[src/rtl/muldiv_pkg.sv]
package muldiv_pkg;

  // Strobes from the sequencer to the arithmetic datapath.
  typedef struct packed {
    logic load;     // capture operands, clear working state
    logic step;     // retire one group of bits
    logic capture;  // copy the finished result to the outputs
    logic divMode;  // 1 = divide, 0 = multiply (held for the operation)
  } mduCtrl_t;

endpackage

[src/rtl/muldiv_ctrl.sv]
module muldiv_ctrl
  import muldiv_pkg::*;
#(
  parameter int LATENCY   = 7,
  parameter int MUL_STEPS = 3,
  parameter int DIV_STEPS = 6
) (
  input  logic     clk,
  input  logic     rstN,
  input  logic     start,
  input  logic     opDiv,
  output mduCtrl_t ctrl,
  output logic     done
);

  localparam int CNT_W = $clog2(LATENCY + 1);

  logic             busy;
  logic [CNT_W-1:0] cnt;
  logic             divMode;
  logic [CNT_W-1:0] stepLimit;
  logic             accept;
  logic             lastCycle;

  assign accept    = start && !busy;
  assign lastCycle = busy && (cnt == CNT_W'(LATENCY));
  assign stepLimit = divMode ? CNT_W'(DIV_STEPS) : CNT_W'(MUL_STEPS);

  always_ff @(posedge clk) begin
    if (!rstN) begin
      busy    <= 1'b0;
      cnt     <= '0;
      divMode <= 1'b0;
      done    <= 1'b0;
    end else begin
      done <= lastCycle;
      if (accept) begin
        busy    <= 1'b1;
        cnt     <= CNT_W'(1);
        divMode <= opDiv;
      end else if (lastCycle) begin
        busy <= 1'b0;
        cnt  <= '0;
      end else if (busy) begin
        cnt <= cnt + CNT_W'(1);
      end
    end
  end

  always_comb begin
    ctrl.load    = accept;
    ctrl.step    = busy && (cnt <= stepLimit);
    ctrl.capture = lastCycle;
    ctrl.divMode = divMode;
  end

  // the completion pulse never lasts two cycles
  assert_done_single_R6: assert property (@(posedge clk) disable iff (!rstN)
    done |=> !done);

  // a start while busy neither stops nor restarts the count
  assert_busy_ignore_R7: assert property (@(posedge clk) disable iff (!rstN)
    (busy && start && !lastCycle) |=> (busy && cnt == $past(cnt) + CNT_W'(1)));

  // arithmetic never runs in the completion cycle
  assert_step_before_done_R6: assert property (@(posedge clk) disable iff (!rstN)
    ctrl.capture |-> !ctrl.step);

endmodule

[src/rtl/muldiv_datapath.sv]
module muldiv_datapath
  import muldiv_pkg::*;
#(
  parameter int W         = 8,
  parameter int STEP_BITS = 3,
  parameter int MUL_STEPS = 3,
  parameter int DIV_STEPS = 6
) (
  input  logic         clk,
  input  logic         rstN,
  input  mduCtrl_t     ctrl,
  input  logic [W-1:0] accIn,
  input  logic [W-1:0] bIn,
  input  logic [W-1:0] cIn,
  output logic [W-1:0] bOut,
  output logic [W-1:0] accOut,
  output logic [W-1:0] cOut,
  output logic         ovOut
);

  localparam int WIDE    = 2 * W;
  localparam int MUL_PAD = MUL_STEPS * STEP_BITS;
  localparam int DIV_PAD = DIV_STEPS * STEP_BITS;
  localparam int PROD_W  = WIDE + MUL_PAD;

  // multiply working state
  logic [WIDE-1:0]    mcand;
  logic [MUL_PAD-1:0] mplier;
  logic [PROD_W-1:0]  prod;
  logic [MUL_PAD-1:0] mplierNext;
  logic [PROD_W-1:0]  prodNext;

  // divide working state
  logic [DIV_PAD-1:0] quo;
  logic [W:0]         rem;
  logic [W-1:0]       divisor;
  logic [DIV_PAD-1:0] quoNext;
  logic [W:0]         remNext;

  // Multiply: MSB-first shift-add over STEP_BITS multiplier bits per cycle.
  always_comb begin
    prodNext = prod << STEP_BITS;
    for (int i = 0; i < STEP_BITS; i++) begin
      if (mplier[MUL_PAD-1-i]) begin
        prodNext = prodNext + (PROD_W'(mcand) << (STEP_BITS - 1 - i));
      end
    end
    mplierNext = mplier << STEP_BITS;
  end

  // Divide: restoring shift-subtract, STEP_BITS quotient bits per cycle.
  always_comb begin
    remNext = rem;
    quoNext = quo;
    for (int i = 0; i < STEP_BITS; i++) begin
      remNext = {remNext[W-1:0], quoNext[DIV_PAD-1]};
      quoNext = {quoNext[DIV_PAD-2:0], 1'b0};
      if (remNext >= {1'b0, divisor}) begin
        remNext    = remNext - {1'b0, divisor};
        quoNext[0] = 1'b1;
      end
    end
  end

  always_ff @(posedge clk) begin
    if (!rstN) begin
      mcand   <= '0;
      mplier  <= '0;
      prod    <= '0;
      quo     <= '0;
      rem     <= '0;
      divisor <= '0;
    end else if (ctrl.load) begin
      mcand   <= {accIn, cIn};
      mplier  <= MUL_PAD'(bIn);
      prod    <= '0;
      quo     <= DIV_PAD'({accIn, cIn});
      rem     <= '0;
      divisor <= bIn;
    end else if (ctrl.step) begin
      if (ctrl.divMode) begin
        quo <= quoNext;
        rem <= remNext;
      end else begin
        prod   <= prodNext;
        mplier <= mplierNext;
      end
    end
  end

  always_ff @(posedge clk) begin
    if (!rstN) begin
      bOut   <= '0;
      accOut <= '0;
      cOut   <= '0;
      ovOut  <= 1'b0;
    end else if (ctrl.capture) begin
      if (ctrl.divMode) begin
        accOut <= quo[WIDE-1:W];
        cOut   <= quo[W-1:0];
        bOut   <= rem[W-1:0];
        ovOut  <= (rem[W-1:0] == '0) || (divisor == '0);
      end else begin
        bOut   <= prod[3*W-1:WIDE];
        accOut <= prod[WIDE-1:W];
        cOut   <= prod[W-1:0];
        ovOut  <= |prod[PROD_W-1:WIDE];
      end
    end
  end

  // multiply overflow tracks a nonzero top byte
  assert_mul_ov_R2: assert property (@(posedge clk) disable iff (!rstN)
    (ctrl.capture && !ctrl.divMode) |=> (ovOut == (bOut != '0)));

  // the remainder is always below a nonzero divisor
  assert_div_rem_R4: assert property (@(posedge clk) disable iff (!rstN)
    (ctrl.capture && ctrl.divMode && divisor != '0) |=> (bOut < $past(divisor)));

  // divide by zero gives an all-ones quotient and sets overflow
  assert_div_zero_R5: assert property (@(posedge clk) disable iff (!rstN)
    (ctrl.capture && ctrl.divMode && divisor == '0) |=> (ovOut && accOut == '1 && cOut == '1));

  // results move only on capture
  assert_hold_R8: assert property (@(posedge clk) disable iff (!rstN)
    !ctrl.capture |=> $stable({bOut, accOut, cOut, ovOut}));

  generate
    if (DIV_PAD > WIDE) begin : g_quoPad
      // padding quotient bits stay clear for a nonzero divisor
      assert_quo_pad_R3: assert property (@(posedge clk) disable iff (!rstN)
        (ctrl.capture && ctrl.divMode && divisor != '0) |-> (quo[DIV_PAD-1:WIDE] == '0));
    end
  endgenerate

endmodule

[src/rtl/seq_muldiv.sv]
module seq_muldiv
  import muldiv_pkg::*;
#(
  parameter int DATA_W    = 8,
  parameter int LATENCY   = 7,
  parameter int STEP_BITS = 3
) (
  input  logic              clk,
  input  logic              rstN,
  input  logic              start,
  input  logic              opDiv,
  input  logic [DATA_W-1:0] accIn,
  input  logic [DATA_W-1:0] bIn,
  input  logic [DATA_W-1:0] cIn,
  output logic [DATA_W-1:0] bOut,
  output logic [DATA_W-1:0] accOut,
  output logic [DATA_W-1:0] cOut,
  output logic              cyOut,
  output logic              ovOut,
  output logic              done
);

  localparam int MUL_STEPS = (DATA_W + STEP_BITS - 1) / STEP_BITS;
  localparam int DIV_STEPS = (2 * DATA_W + STEP_BITS - 1) / STEP_BITS;
  localparam int CNT_W     = $clog2(LATENCY + 1);

  mduCtrl_t ctrl;

  muldiv_ctrl #(
    .LATENCY  (LATENCY),
    .MUL_STEPS(MUL_STEPS),
    .DIV_STEPS(DIV_STEPS)
  ) u_ctrl (
    .clk  (clk),
    .rstN (rstN),
    .start(start),
    .opDiv(opDiv),
    .ctrl (ctrl),
    .done (done)
  );

  muldiv_datapath #(
    .W        (DATA_W),
    .STEP_BITS(STEP_BITS),
    .MUL_STEPS(MUL_STEPS),
    .DIV_STEPS(DIV_STEPS)
  ) u_datapath (
    .clk   (clk),
    .rstN  (rstN),
    .ctrl  (ctrl),
    .accIn (accIn),
    .bIn   (bIn),
    .cIn   (cIn),
    .bOut  (bOut),
    .accOut(accOut),
    .cOut  (cOut),
    .ovOut (ovOut)
  );

  // Both operations clear the carry flag.
  assign cyOut = 1'b0;

  // Independent latency watch for R6.
  logic             armed;
  logic [CNT_W-1:0] sinceAccept;

  always_ff @(posedge clk) begin
    if (!rstN) begin
      armed       <= 1'b0;
      sinceAccept <= '0;
    end else if (ctrl.load) begin
      armed       <= 1'b1;
      sinceAccept <= '0;
    end else if (done) begin
      armed <= 1'b0;
    end else if (armed && sinceAccept < CNT_W'(LATENCY)) begin
      sinceAccept <= sinceAccept + CNT_W'(1);
    end
  end

  // done comes exactly LATENCY edges after the accepting edge
  assert_done_latency_R6: assert property (@(posedge clk) disable iff (!rstN)
    done |-> (armed && sinceAccept == CNT_W'(LATENCY)));

endmodule

[config.mk]
export PLATFORM = sky130hd
export DESIGN_NAME = seq_muldiv
export DESIGN_NICKNAME = d
export VERILOG_FILES = /design/src/rtl/muldiv_pkg.sv /design/src/rtl/muldiv_ctrl.sv /design/src/rtl/muldiv_datapath.sv /design/src/rtl/seq_muldiv.sv
export SDC_FILE = /design/constraint.sdc
export NUM_CORES = 1
export LEC_CHECK = 0
export ABC_CLOCK_PERIOD_IN_PS = 15200
export BUFFER_PORTS_ARGS = -buffer_cell sky130_fd_sc_hd__buf_2
export CORE_UTILIZATION = 50
export DETAILED_ROUTE_END_ITERATION = 8
export PLACE_DENSITY = 0.68
export SLEW_MARGIN = 20
export SYNTH_ARGS = -nofsm -noshare
export SYNTH_HDL_FRONTEND = slang
export SYNTH_SLANG_ARGS = --single-unit
[constraint.sdc]
create_clock -name clk -period 15.2 [get_ports clk]
set_clock_uncertainty 0.2 [all_clocks]
set_input_delay 1.52 -clock clk [delete_from_list [all_inputs] [get_ports clk]]
set_output_delay 1.52 -clock clk [all_outputs]
set_load 0.1 [all_outputs]
# Word level (Yosys, flattened, before mapping)
# Index checks and enable logic that the tools add are counted.
[word_totals] ff_bits=115 word_cells=75
[classes] add_sub_neg=7 magnitude_cmp=4 n_eq_ne=2 n_mux=25 bitwise=2 n_reduce_logical=18
[op_table] op="$mux 25" count=3
[op_table] op="$mux 8" count=9
[op_table] op="$mux 16" count=3
[op_table] op="$ge 9x8->1" count=3
[op_table] op="$add 25x16->25" count=1
[op_table] op="$add 25x17->25" count=1
[op_table] op="$add 25x18->25" count=1
[op_table] op="$sub 8x8->8" count=3
[op_table] op="$logic_not 8->1" count=2
[op_table] op="$mux 1" count=9
[op_table] op="$reduce_or 9->1" count=1
[op_table] op="$reduce_and 2->1" count=4
[op_table] op="$reduce_bool 2->1" count=3
[op_table] op="$add 3x1->3 const B" count=1
[op_table] op="$eq 3x3->1 const B" count=1
[op_table] op="$le 3x3->1" count=1
[op_table] op="$logic_and 1x1->1" count=3
[op_table] op="$mux 3" count=1
[op_table] op="$reduce_bool 3->1" count=1
[op_table] op="$reduce_or 3->1" count=1
[op_table] op="$ne 2x2->1 const B" count=1
[op_table] op="$not 1->1" count=2
[op_table] op="$reduce_or 2->1" count=1
[op_table] op="$logic_not 1->1" count=1
[op_table] op="$logic_or 1x1->1" count=1

# Depth between registers and ports, before layout
[depth] depth_word=9 depth_mapped=36 mapped_depth_nobuf=33

# Hierarchy
# A second synthesis with hierarchy kept.
[unflattened] hier_cells=1140 area_unflattened_um2=9265.1
[modules_own_cells] mod="muldiv_datapath" instances=1 cells_per_inst=1100 area_per_inst_um2=8901.0 seq_area_each_um2=2182.1
[modules_own_cells] mod="muldiv_ctrl" instances=1 cells_per_inst=38 area_per_inst_um2=352.8 seq_area_each_um2=120.1
[modules_own_cells] mod="seq_muldiv" instances=1 cells_per_inst=2 area_per_inst_um2=11.3 seq_area_each_um2=0.0

# Worst setup path before layout
# Ideal clock, no wire load.
[synth_timing] path_type="register to register" startpoint="reg u_datapath.divisor[1]" endpoint="reg u_datapath.rem[1]" t_arrival_ns=7.065 required_ns=14.868 slack_ns=7.802 stages_incl_launch_ff=35 n_path_buf=3 path_cell_list="dfxtp_1 inv_1 ha_1 nor2b_1 o21ai_0 a21boi_0 o21ai_0 a21boi_0 o41ai_1 clkbuf_1 mux2_2 inv_1 ha_1 nor2b_1 o21ai_0 a21boi_0 o21ai_0 a21oi_1 o21a_1 a311o_1 clkbuf_1 a21oi_1 ha_1 nor2b_1 o21ai_0 a21boi_0 o21ai_0 a21boi_0 o21ai_0 nand2b_1 o21a_1 a2111oi_4 buf_2 mux2i_1 a21oi_1"
[synth_between] elab_chain_len=6 word_cells_on_any_way=9 classes_between="add/sub: 3; order compare: 3; mux: 3"
[synth_lines] element="start, declared" line_no="muldiv_datapath.sv:36" text="logic [W-1:0] divisor;"
[synth_lines] element="start signal, assigned" line_no="muldiv_datapath.sv:79" text="divisor <= bIn;"
[synth_lines] element="$sub 8x8->8 or $ge 9x8->1 (tied branches)" line_no="muldiv_datapath.sv:59, muldiv_datapath.sv:58"
[synth_lines] element="$mux 8" line_no="muldiv_datapath.sv:58" text="if (remNext >= {1'b0, divisor}) begin"
[synth_lines] element="$ge 9x8->1 or $sub 8x8->8 (tied branches)" line_no="muldiv_datapath.sv:58, muldiv_datapath.sv:59"
[synth_lines] element="$mux 8" line_no="muldiv_datapath.sv:58"
[synth_lines] element="$sub 8x8->8 or $ge 9x8->1 (tied branches)" line_no="muldiv_datapath.sv:59, muldiv_datapath.sv:58"
[synth_lines] element="$mux 8 (*)" line_no="muldiv_datapath.sv:58"
[synth_lines] element="end signal, assigned" line_no="muldiv_datapath.sv:83" text="rem <= remNext;"
[synth_lines] element="end, declared" line_no="muldiv_datapath.sv:35" text="logic [W:0] rem;"
# Every way passes the cells marked *; elsewhere a longest branch is shown, timed or not.
# A chain may end at the register's enable or synchronous reset.

# Worst setup path in the final report
[layout_timing] startpoint="reg u_datapath.divisor[1]" endpoint="reg u_datapath.rem[0]"
[layout_between] elab_chain_len=6 word_cells_on_any_way=8 classes_between="add/sub: 2; order compare: 3; mux: 3"
[layout_lines] element="$sub 8x8->8 or $ge 9x8->1 (tied branches)" line_no="muldiv_datapath.sv:59, muldiv_datapath.sv:58"
[layout_lines] element="$mux 8" line_no="muldiv_datapath.sv:58"
[layout_lines] element="$sub 8x8->8 or $ge 9x8->1 (tied branches)" line_no="muldiv_datapath.sv:59, muldiv_datapath.sv:58"
[layout_lines] element="$mux 8" line_no="muldiv_datapath.sv:58"
[layout_lines] element="$ge 9x8->1 (*)" line_no="muldiv_datapath.sv:58"
[layout_lines] element="$mux 8 (*)" line_no="muldiv_datapath.sv:58"
# Marked as above.

==> results.md <==
- Sink Count: 115
- Max Clock Freq: 0.125 GHz
- Gpl congestion: 0.942
- Vias in the first global route: 7364
- Post-CTS sizing: 0
- Worst Setup Path Type: flop to flop
- Post-synthesis sequential area ratio: 26.3%
- Layout cell share with drive strength beyond 1: 11.4%
- Routed met1 length: 11.9 mm
- Power density over cell area: 111 nW/um^2
- Commonest cells after routing, fill and taps aside: nand2_1, a21oi_1, dfxtp_1
- WL met2: 10.3 mm
- Synth Instances: 1150
- Num CTS Buffers: 17
- Post-Synth Simple-Gate Area: 19.9%
- Status: complete, no violations
- Peak supply drop: 0.0793 mV
- Async set-reset flop share out of synthesis: 0%
- Vert. Die Dim: 134 um
- WP data required: 15.32 ns
- Layout Cells excl Fill: 1408
- Flops & latches, synth: 115
- Hold path start: u_datapath.mplier[1]$_SDFFE_PN0P_
- ANT cells: 0
- Post-synthesis mux area share: 7.44%
- Initial Utilization: 52.0%
- Post-route cell area: 9700 um^2
- Main combinational cell family by area after synthesis: compound AO/OA/AOI/OAI gates
- Max_slew headroom: 28.5%
- Largest cells by area after synthesis: dfxtp_1, ha_1, nand2_1
- Fillers: 1640
- Largest net degree at the start of global routing: 75
- Unrepaired setup endpoints after global routing: false
- I/O pin count: 55
- Crit path from: u_datapath.divisor[1]$_SDFFE_PN0P_
- Netlist Area Pre-Place: 8750 um^2
- Total chip power: 1.08 mW
- Final Hold Fails: 0
- Setup TNS: 0 ns
- Row cnt: 47
- Postcts setup bufs: 0
- Residual DRC: 0
- Post-Syn Nets: 1257
- Worst hold slack: 0.258 ns
- Crit path top cell by count: o21ai_0
- Tmin final: 8.02 ns
- Commonest non-fill, non-tap cell in the layout: nand2_1
- Final ANT Viol Nets: 0
- Synthesis-to-layout area growth: 10.9%
- Leak: 3.99 nW
- Post-synth cell types: 64
- Met3 routed WL: 1.37 mm
- Post-DP HPWL: 17.9 mm
- First-iteration detailed-routing DRC count: 714
- Nets: 1283
- Gr usage total: 27.3%
- Compound-cell area share of the yosys netlist: 23.5%
- Crit path arrival time: 8.14 ns
- Post-Route WL: 23.8 mm
- Avg Vias per Cell: 5.79
- R2r setup slk: 7.18 ns
- Die area: 18000 um^2
- Crit Path Max Fanout: 15
- Top cell type's share of synthesized area: 26.3%
- Worst r2r src: u_datapath.divisor[1]$_SDFFE_PN0P_
- Wire per inst: 16.9 um
- Root Buffer: clkbuf_16
- CTS H-tree lvls: 4
- Largest stage delay on the critical path: 0.78 ns
- Synth Area per Inst: 7.61 um^2
- Initial antenna violation count: 0
- Final Cycle Share: 52.8%
- Max Cap Violations: 0
- CTS tree: done
- Cell taking the most area after synthesis: dfxtp_1
- Post-synth EDFFs: 0
- Clk pin slew, worst setup/hold paths: 0.06 ns
- Via Count: 8159
- DP Cell Count: 1377
- Hold Path Class: flop to flop
- Final Slew Violations: 0
- Die Width: 134 um
- Final setup violation count: 0
- Tightest Pin Transition: 1.07 ns
- Primary FF master, synth: dfxtp_1
- Total grt overflow: 0
- Top Metal Used: met4
- Port-buffer cells: 53
- Skew-Pair Late Insertion Delay: 0.42 ns
- Total core area: 16800 um^2
- Critical path endpoint category: flop
- Placed cell area: 9170 um^2
- First-pass GRT wire length: 38.8 mm
- Largest buffer count on any clock path: 2
- Slowest stage cell on the critical path: a2111oi_4
- Critical path startpoint category: flop
- Post-CTS Hold Fix Bufs: 0
- Synth Warn #: 0
- Synth Area in Adders: 11.8%
- Synth Area in XOR/XNOR: 6.61%
- Initial DRT Pass Iterations: 5
logic make-up (layout without fill, tap and decap cells):
family,count (synthesis),in the layout
simple gates,396,396
compound gates,331,331
flops,115,115
buf+inv,100,138
fa+ha+maj,79,79
xor+xnor,66,66
mux,62,62
other cells,1,1
routing by layer:
layer	GRT usage, %	vias up
met3	4.38	20
met5	0	-
li1	-	4138
met4	6.12	0
met2	42.0	209
met1	39.6	3792
synth_stat cells (all sizes together) (22+ instances only):
cell,number
nand3,22
nand2,195
dfxtp,115
xor2,28
xnor2,38
inv,43
clkbuf,46
ha,73
a211oi,38
o21ai,68
mux2i,38
a21oi,134
nor2,94
mux2,24
critical path, delay by kind of cell (launching register included):
family,cells,cell delay (ns)
simple gates,4,0.45
buf+inv,2,0.41
compound gates,20,4.82
fa+ha+maj,3,0.99
mux,2,0.66
flops,1,0.39
registers in the layout (all words and copies together), names as in the netlist, 9 cells and up:
register,count
u_datapath.prod,25
u_datapath.quo,18
u_datapath.mcand,16
u_datapath.mplier,9
area by class of cell:
class | instances | area, um^2 | share of cell area, %
clock buffers | 17 | 425 | 4.39
repair buffers | 64 | 348 | 3.59
well taps | 220 | 275 | 2.84
flip-flops and latches | 115 | 2300 | 23.7
inverters | 43 | 161 | 1.66
clock inverters | 14 | 105 | 1.08
multi-input cells | 935 | 6080 | 62.7
final timing paths:
kind | to | depth (start not counted)
worst max-delay path | u_datapath.rem[0]$_SDFFE_PP0P_ | 31
worst min-delay path | u_datapath.mplier[1]$_SDFFE_PN0P_ | 2
worst max register to register | u_datapath.rem[0]$_SDFFE_PP0P_ | 31
worst min register to register | u_datapath.mplier[1]$_SDFFE_PN0P_ | 2
where the power goes:
group | internal (mW) | switching [mW] | total [mW]
combinational | 0.161 | 0.225 | 0.386
sequential | 0.313 | 0.0157 | 0.329
clock | 0.208 | 0.154 | 0.363
stage by stage:
stage               setup WS [ns]  util (%)
floorplan                    7.80         -
global placement             7.37      54.5
detailed placement           7.25      54.5
CTS                          7.21      57.6
global route                 6.29      57.7
finish                       7.18      57.7
No activity file was read; power rests on OpenSTA's default activity.
